## src/rtl/ring_pkg.sv

```systemverilog
package ring_pkg;
  typedef enum logic [1:0] {
    ERR_NONE  = 2'd0,
    ERR_RANGE = 2'd1,
    ERR_ALIGN = 2'd2,
    ERR_LINE  = 2'd3
  } tail_err_e;
endpackage

```

## src/rtl/ring_cfg_chk.sv

```systemverilog
module ring_cfg_chk #(
  parameter int OFS_W      = 12,
  parameter int LINE_BYTES = 64,
  localparam int SIZE_W    = OFS_W + 1
) (
  input  logic [SIZE_W-1:0] size_i,
  output logic [OFS_W-1:0]  mask_o,
  output logic              cfg_err_o
);
  logic [SIZE_W-1:0] m_full;

  always_comb begin
    m_full    = size_i - SIZE_W'(1);
    mask_o    = m_full[OFS_W-1:0];
    cfg_err_o = (size_i == '0) || ((size_i & m_full) != '0) ||
                (size_i < SIZE_W'(LINE_BYTES));
  end
endmodule

```

## src/rtl/ring_tail_check.sv

```systemverilog
module ring_tail_check
  import ring_pkg::*;
#(
  parameter int OFS_W       = 12,
  parameter int LINE_BYTES  = 64,
  parameter int ALIGN_BYTES = 8,
  localparam int SIZE_W     = OFS_W + 1,
  localparam int LINE_LSB   = $clog2(LINE_BYTES),
  localparam int ALIGN_LSB  = $clog2(ALIGN_BYTES)
) (
  input  logic [SIZE_W-1:0] prop_i,
  input  logic [SIZE_W-1:0] size_i,
  input  logic [OFS_W-1:0]  mask_i,
  input  logic [OFS_W-1:0]  head_i,
  input  logic              cfg_err_i,
  output tail_err_e         code_o,
  output logic [OFS_W-1:0]  wrapped_o
);
  logic same_line, behind;

  always_comb begin
    // prop == size masks to zero: end of ring becomes offset 0
    wrapped_o = prop_i[OFS_W-1:0] & mask_i;
    same_line = wrapped_o[OFS_W-1:LINE_LSB] == head_i[OFS_W-1:LINE_LSB];
    behind    = wrapped_o < head_i;
    if (cfg_err_i || (prop_i > size_i))      code_o = ERR_RANGE;
    else if (prop_i[ALIGN_LSB-1:0] != '0)    code_o = ERR_ALIGN;
    else if (same_line && behind)            code_o = ERR_LINE;
    else                                     code_o = ERR_NONE;
  end
endmodule

```

## src/rtl/ring_space_calc.sv

```systemverilog
module ring_space_calc #(
  parameter int OFS_W      = 12,
  parameter int LINE_BYTES = 64
) (
  input  logic [OFS_W-1:0] head_i,
  input  logic [OFS_W-1:0] tail_i,
  input  logic [OFS_W-1:0] mask_i,
  output logic [OFS_W-1:0] free_o
);
  localparam logic [OFS_W-1:0] LINE_C = OFS_W'(LINE_BYTES);

  always_comb free_o = (head_i - tail_i - LINE_C) & mask_i;
endmodule

```

## src/rtl/ring_tail_tracker.sv

```systemverilog
module ring_tail_tracker
  import ring_pkg::*;
#(
  parameter int OFS_W       = 12,
  parameter int LINE_BYTES  = 64,
  parameter int ALIGN_BYTES = 8,
  localparam int SIZE_W     = OFS_W + 1
) (
  input  logic              clk_i,
  input  logic              rst_ni,
  input  logic [SIZE_W-1:0] ring_size_i,
  input  logic              head_vld_i,
  input  logic [OFS_W-1:0]  head_ofs_i,
  input  logic              tail_vld_i,
  input  logic [SIZE_W-1:0] tail_ofs_i,
  output logic              cfg_err_o,
  output logic              tail_ack_o,
  output logic              tail_err_o,
  output logic [1:0]        tail_err_code_o,
  output logic [OFS_W-1:0]  tail_o,
  output logic [OFS_W-1:0]  free_o
);
  logic [OFS_W-1:0] mask, head_q, tail_q, wrapped;
  tail_err_e        code, code_q;
  logic             cfg_err, ack_q, err_q;

  ring_cfg_chk #(.OFS_W(OFS_W), .LINE_BYTES(LINE_BYTES)) u_cfg (
    .size_i(ring_size_i), .mask_o(mask), .cfg_err_o(cfg_err)
  );

  ring_tail_check #(.OFS_W(OFS_W), .LINE_BYTES(LINE_BYTES), .ALIGN_BYTES(ALIGN_BYTES)) u_chk (
    .prop_i(tail_ofs_i), .size_i(ring_size_i), .mask_i(mask), .head_i(head_q),
    .cfg_err_i(cfg_err), .code_o(code), .wrapped_o(wrapped)
  );

  ring_space_calc #(.OFS_W(OFS_W), .LINE_BYTES(LINE_BYTES)) u_space (
    .head_i(head_q), .tail_i(tail_q), .mask_i(mask), .free_o(free_o)
  );

  always_ff @(posedge clk_i or negedge rst_ni) begin
    if (!rst_ni) begin
      head_q <= '0;
      tail_q <= '0;
      ack_q  <= 1'b0;
      err_q  <= 1'b0;
      code_q <= ERR_NONE;
    end else begin
      if (head_vld_i) head_q <= head_ofs_i & mask;
      ack_q  <= tail_vld_i && (code == ERR_NONE);
      err_q  <= tail_vld_i && (code != ERR_NONE);
      code_q <= tail_vld_i ? code : ERR_NONE;
      if (tail_vld_i && (code == ERR_NONE)) tail_q <= wrapped;
    end
  end

  assign cfg_err_o       = cfg_err;
  assign tail_ack_o      = ack_q;
  assign tail_err_o      = err_q;
  assign tail_err_code_o = code_q;
  assign tail_o          = tail_q;

  AST_ACK_ERR_EXCL: assert property (@(posedge clk_i) disable iff (!rst_ni)
    !(tail_ack_o && tail_err_o));
  AST_REJECT_HOLDS_TAIL: assert property (@(posedge clk_i) disable iff (!rst_ni)
    tail_err_o |-> $stable(tail_o));
  AST_ERR_HAS_CODE: assert property (@(posedge clk_i) disable iff (!rst_ni)
    tail_err_o |-> tail_err_code_o != 2'd0);
  AST_ACK_NO_CODE: assert property (@(posedge clk_i) disable iff (!rst_ni)
    tail_ack_o |-> tail_err_code_o == 2'd0);
  AST_TAIL_ALIGNED: assert property (@(posedge clk_i) disable iff (!rst_ni)
    tail_o[$clog2(ALIGN_BYTES)-1:0] == '0);
  AST_CFG_BLOCKS: assert property (@(posedge clk_i) disable iff (!rst_ni)
    (tail_vld_i && cfg_err_o) |=> (tail_err_o && tail_err_code_o == 2'd1));
endmodule

```

## config.mk

```make
export PLATFORM = sky130hd
export DESIGN_NAME = ring_tail_tracker
export DESIGN_NICKNAME = d
export VERILOG_FILES = /design/src/rtl/ring_pkg.sv /design/src/rtl/ring_cfg_chk.sv /design/src/rtl/ring_tail_check.sv /design/src/rtl/ring_space_calc.sv /design/src/rtl/ring_tail_tracker.sv
export SDC_FILE = /design/constraint.sdc
export NUM_CORES = 1
export LEC_CHECK = 0
export ABC_CLOCK_PERIOD_IN_PS = 4100
export CAP_MARGIN = 30
export CELL_PAD_IN_SITES_DETAIL_PLACEMENT = 1
export CELL_PAD_IN_SITES_GLOBAL_PLACEMENT = 1
export CORE_MARGIN = 4
export CORE_UTILIZATION = 25
export DETAILED_ROUTE_END_ITERATION = 7
export DONT_BUFFER_PORTS = 1
export MAX_ROUTING_LAYER = met4
export PLACE_DENSITY_LB_ADDON = 0.1
export SYNTH_ARGS = -nofsm -noshare
export SYNTH_HDL_FRONTEND = slang
export SYNTH_SLANG_ARGS = --single-unit
```

## constraint.sdc

```tcl
create_clock -name clk_i -period 4.1 [get_ports clk_i]
set_input_delay 0.82 -clock clk_i [delete_from_list [all_inputs] [get_ports clk_i]]
set_output_delay 0.82 -clock clk_i [all_outputs]
set_load 0.005 [all_outputs]
```

# Word level (Yosys, flattened, before mapping)
# Cells that the tools add are included.
dict set report word_totals {
  reg_bits 28
  elab_cells 31
  out_inout_bits 29
}
dict set report classes {
  reduce_logical 11
  mux 4
  n_lt_le_gt_ge 3
  add_sub_neg 3
  n_eq_ne 1
  bitwise 4
}
# cell count
set ops {}
lappend ops {{12-bit AND} 3}
lappend ops {{13-bit AND} 1}
lappend ops {{13-bit greater-than comparator} 1}
lappend ops {{13-bit logical NOT} 1}
lappend ops {{13-bit by 7-bit < comparator with 1-bit output, second input constant} 1}
lappend ops {{13-bit nonzero test} 1}
lappend ops {{13-bit by 1-bit subtractor with 13-bit output, second input constant} 1}
lappend ops {{12-bit < comparator} 1}
lappend ops {{12-bit subtractor} 1}
lappend ops {{12-bit by 7-bit subtractor with 12-bit output, second input constant} 1}
lappend ops {{2-bit 2-to-1 mux} 4}
lappend ops {{6-bit == test} 1}
lappend ops {{1-bit logical AND} 3}
lappend ops {{1-bit logical OR} 3}
lappend ops {{3-bit nonzero test} 1}
lappend ops {{2-bit logical NOT} 1}
lappend ops {{2-bit nonzero test} 1}

# Longest topological paths before layout
dict set report depth {
  ltp_word 9
  mapped_depth 16
  depth_no_buf 15
}

# Cells and area by module
# From an unflattened synthesis, not the netlist that was laid out.
dict set report unflattened {
  hier_cells 336
  area_unflattened_um2 2882.8
}
# module area_each_um2 n_inst cells_each seq_area_each_um2
set modules_own_cells {}
lappend modules_own_cells {ring_tail_tracker 1061.0 1 83 700.7}
lappend modules_own_cells {ring_space_calc 767.0 1 106 0.0}
lappend modules_own_cells {ring_tail_check 694.4 1 96 0.0}
lappend modules_own_cells {ring_cfg_chk 360.3 1 51 0.0}

# Least setup slack after synthesis
# No wires, ideal clock.
dict set report synth_path {
  path_kind {in2reg}
  start {input ring_size_i[0]}
  end {register tail_q[0], in the netlist tail_o[0]}
  path_slack_ns 0.296
  setup_ns 0.125
  path_buffers 1
  stages 15
  t_arrival_ns 3.678
  path_cell_list {inv_1 -> ha_1 -> nand2b_1 -> nor4_1 -> inv_1 -> or2_2 -> ha_1 -> nor2b_1 -> ha_1 -> nand3_1 -> o31a_1 -> a21oi_1 -> nand4b_4 -> buf_6 -> mux2_4}
}
dict set report synth_between {
  elab_chain_cells 9
  word_cells_on_any_way 18
}
# element line_no
set synth_rtl {}
lappend synth_rtl {{start, declared} ring_tail_tracker.sv:11} ;# input logic [SIZE_W-1:0] ring_size_i,
lappend synth_rtl {{13-bit by 1-bit subtractor with 13-bit output *} ring_cfg_chk.sv:13} ;# m_full = size_i - SIZE_W'(1);
lappend synth_rtl {{12-bit AND *} ring_tail_check.sv:23} ;# wrapped_o = prop_i[OFS_W-1:0] & mask_i;
lappend synth_rtl {{named net u_chk.wrapped_o[10]} ring_tail_check.sv:17} ;# output logic [OFS_W-1:0] wrapped_o
lappend synth_rtl {{12-bit < comparator / 6-bit == test (equally long branches)} {ring_tail_check.sv:25, ring_tail_check.sv:24}}
lappend synth_rtl {{1-bit logical AND *} ring_tail_check.sv:28} ;# else if (same_line && behind) code_o = ERR_LINE;
lappend synth_rtl {{2-bit 2-to-1 mux *} ring_tail_check.sv:28}
lappend synth_rtl {{2-bit 2-to-1 mux *} ring_tail_check.sv:27} ;# else if (prop_i[ALIGN_LSB-1:0] != '0) code_o = ERR_ALIGN;
lappend synth_rtl {{2-bit 2-to-1 mux *} ring_tail_check.sv:26} ;# if (cfg_err_i || (prop_i > size_i)) code_o = ERR_RANGE;
lappend synth_rtl {{2-bit logical NOT *} ring_tail_tracker.sv:52} ;# if (tail_vld_i && (code == ERR_NONE)) tail_q <= wrapped;
lappend synth_rtl {{1-bit logical AND *} ring_tail_tracker.sv:52}
lappend synth_rtl {{end signal, assigned} ring_tail_tracker.sv:52}
lappend synth_rtl {{end, declared} ring_tail_tracker.sv:23} ;# logic [OFS_W-1:0] mask, head_q, tail_q, wrapped;
# The timed path passes the listed nets; every way through them passes the cells marked *.
# A chain may end at the register's enable or synchronous reset.

# Worst setup path after layout
dict set report layout_path {
  start {register tail_q[2], in the netlist tail_o[2]}
  end {output free_o[10]}
}
dict set report layout_between {
  elab_chain_cells 3
}
# element line_no
set layout_rtl {}
lappend layout_rtl {{12-bit subtractor} ring_space_calc.sv:12} ;# always_comb free_o = (head_i - tail_i - LINE_C) & mask_i;
lappend layout_rtl {{12-bit by 7-bit subtractor with 12-bit output} ring_space_calc.sv:12}
lappend layout_rtl {{12-bit AND} ring_space_calc.sv:12}
lappend layout_rtl {{end, declared} ring_tail_tracker.sv:21} ;# output logic [OFS_W-1:0] free_o
# No other way between the ends.

==> metrics <==
Max H-tree Level 1; total CTS buffers 3; CP max FO 3; Die W around 110 um; Core Rows 37; Layout fillers 1218; RSZ-0062 raised after global routing no; Worst slew margin 64.89%; pwr dens approximately 250 mW/mm2; Routed WL per cell approximately 18 um; Final Hold Viols 0; FF-to-FF Start head_q[8]; clock root buffer clkbuf_8; P_leak around 1.4 nW; postcts setup bufs 0; final worst path period share 91.98%; Mean Syn Cell Area 9.091 um2; post-synthesis sequential area ratio 25.61%; Syn Inst Count about 300; Slew @ Worst Pin 0.5232 ns; core area between 0.01 and 0.015 mm2; Setup CP Type flip-flop to output port; Clock Path Buffers 2; Hold Crit Class input pin to asynchronous set/reset pin; synth unique cells 46; DP HPWL just over 7 mm; Starting Density 26.04%; GPL Wtd Cong 0.7793; DRC 0; CP Capture Type output port; n_diodes 0; most used cell, CP ha_1; final setup TNS 0 ns; most frequent cells in the layout ha_1 (58), inv_1 (47), dfrtp_1 (28); most common cell after layout, fill and taps aside ha_1; Die Footprint around 0.013 mm2; drt first-iter violations 40; Power Total 737.1 uW; Critical Path Source Type flip-flop; remaining global-route overflow 0; final setup violation count 0; clock-pin slew on the worst setup and hold paths 0.11 ns; peak per-stage delay on the critical path 0.48 ns; maximum vdd drop 135.0 uV; Overall Global Routing Usage 13.76%; worst path required time 3.28 ns; synthesized area 0.002736 mm2; #FFs+latches synth 28; met1 wire length 3.600 mm; clk_skew 0.008483 ns; fin. max-slew vios 0; Area Overhead vs Synth 9.282%; Worst Path Arrival 2.95 ns; met3 wirelength from detailed routing 543 um; vias in the first global route 2375; status completed; CTS tree built; nets 409; critical-path cell list inv_1 -> ha_1 -> ha_1 -> a21o_1 -> a21oi_1 -> o21bai_1 -> a2111oi_2 -> o21ai_0 -> mux2_2; YS warnings 0; fmax 265.2 MHz; first-pass GRT wire length 13.42 mm; max_cap viols 0; initial antenna violation count 0; router iterations before antenna repair 4; largest net degree at the start of global routing 29; top sig layer met4; met2 wire len 3.990 mm; I/O Pins 71; Critical Path Source tail_o[2]; Port Buffer Count 0; vias approximately 2100; DR vias/cell 4.763; Die Y 112.6 um; ANT nets after route 0; clock latency on the worst-skew pair approximately 0.29 ns; total routed wirelength 8.164 mm; fin crit period 3.771 ns; syn_nets 402; share of cells above drive strength 1 9.121%; Slowest-stage cell, CP a2111oi_2; CTS Sinks 28
stage by stage:
stage	hold slack (ns)	std cells	utilization [%]	area (um2)	worst slack, ns
floorplan	0.5008	301	-	2736	0.2964
global placement	0.5254	439	27.84	2925	0.06842
detailed placement	0.5252	439	27.84	2925	0.05550
CTS	0.2023	443	28.36	2980	0.1032
global route	0.1823	443	28.46	2990	0.04320
finish	0.2084	443	28.46	2990	0.3290
cell families after synthesis:
| logic type | share of synthesized area [%] |
|---|---|
| adders and majority gates | 27.25 |
| muxes | 5.624 |
| and+or+nand+nor | 20.26 |
| buffers and inverters | 7.133 |
| DFF | 25.61 |
| AOI/OAI and AO/OA | 11.57 |
| xor gates and xnor gates | 2.561 |
report_power, final:
group          switching [mW]  internal [mW]
Sequential            0.00506          0.287
Clock                   0.102         0.0864
Combinational           0.144          0.113
registers in the layout, indices dropped and copies added (netlist names):
| signal | flops |
|---|---|
| head_q | 12 |
| tail_o | 12 |
| tail_err_code_o | 2 |
| tail_ack_o | 1 |
| tail_err_o | 1 |
area by class of cell:
cell class | instances | area [um2] | share of cell area, %
Multi-Input combinational cell | 223 | 1851 | 61.88
Sequential cell | 28 | 700.7 | 23.43
Inverter | 47 | 176.4 | 5.900
Tap cell | 136 | 170.2 | 5.690
Clock buffer | 4 | 55.05 | 1.841
Timing Repair Buffer | 5 | 37.54 | 1.255
critical path, delay by kind of cell (launching register included):
family | cells | cell delay, ns
flops | 1 | 0.42
mux | 1 | 0.31
compound gates | 5 | 1.23
buf+inv | 1 | 0.06
fa+ha+maj | 2 | 0.64
final timing paths:
path | slack [ns] | end | depth (start not counted)
setup / recovery | 0.33 | free_o[10] | 9
hold / removal | 0.21 | head_q[0] | 0
setup reg to reg | 1.83 | tail_o[4] | 8
hold reg to reg | 0.57 | head_q[0] | 2
max in group asynchronous | 3.81 | tail_o[6] | 0
min in group clk_i | 0.57 | head_q[0] | 2
metal layers:
| layer | vias to the layer above | track usage, % |
|---|---|---|
| li1 | 1059 | - |
| met1 | 1004 | 16.78 |
| met5 | - | - |
| met3 | 2 | 4.367 |
| met4 | 0 | 1.442 |
| met2 | 45 | 23.06 |
cell usage after synthesis (all sizes together):
library cell	count	area, um2
or2	2	12.51
o22ai	1	6.260
a21oi	16	83.83
a211oi	1	7.510
nand4	4	25.02
dfrtp	28	700.7
nor4	4	25.02
xnor2	5	43.79
nand4b	1	23.77
and3	2	12.51
ha	58	725.7
nor3	7	40.04
o31a	1	8.760
nand2	10	37.54
nor4bb	1	10.01
o21ai	18	90.08
inv	47	176.4
or4	3	26.27
nor3b	2	15.01
a31oi	1	6.260
and2	2	12.51
a21o	3	22.52
nand3b	11	82.58
buf	1	11.26
o21a	2	15.01
xor2	3	26.28
clkbuf	2	7.510
o31ai	1	7.510
nor2b	14	87.58
o21bai	2	15.01
a311oi	1	8.760
a2111oi	1	10.01
or3	1	6.260
fa	1	20.02
mux2	11	153.9
a21boi	1	7.510
nand2b	3	18.77
nor2	17	63.81
nand3	11	55.05
o41ai	1	27.53
repair_timing:
item	in CTS	in global routing
resized for setup	0	2
hold buffers	0	0
endpoints found under the setup margin	0	2
No activity file was read; power rests on OpenSTA's default activity.
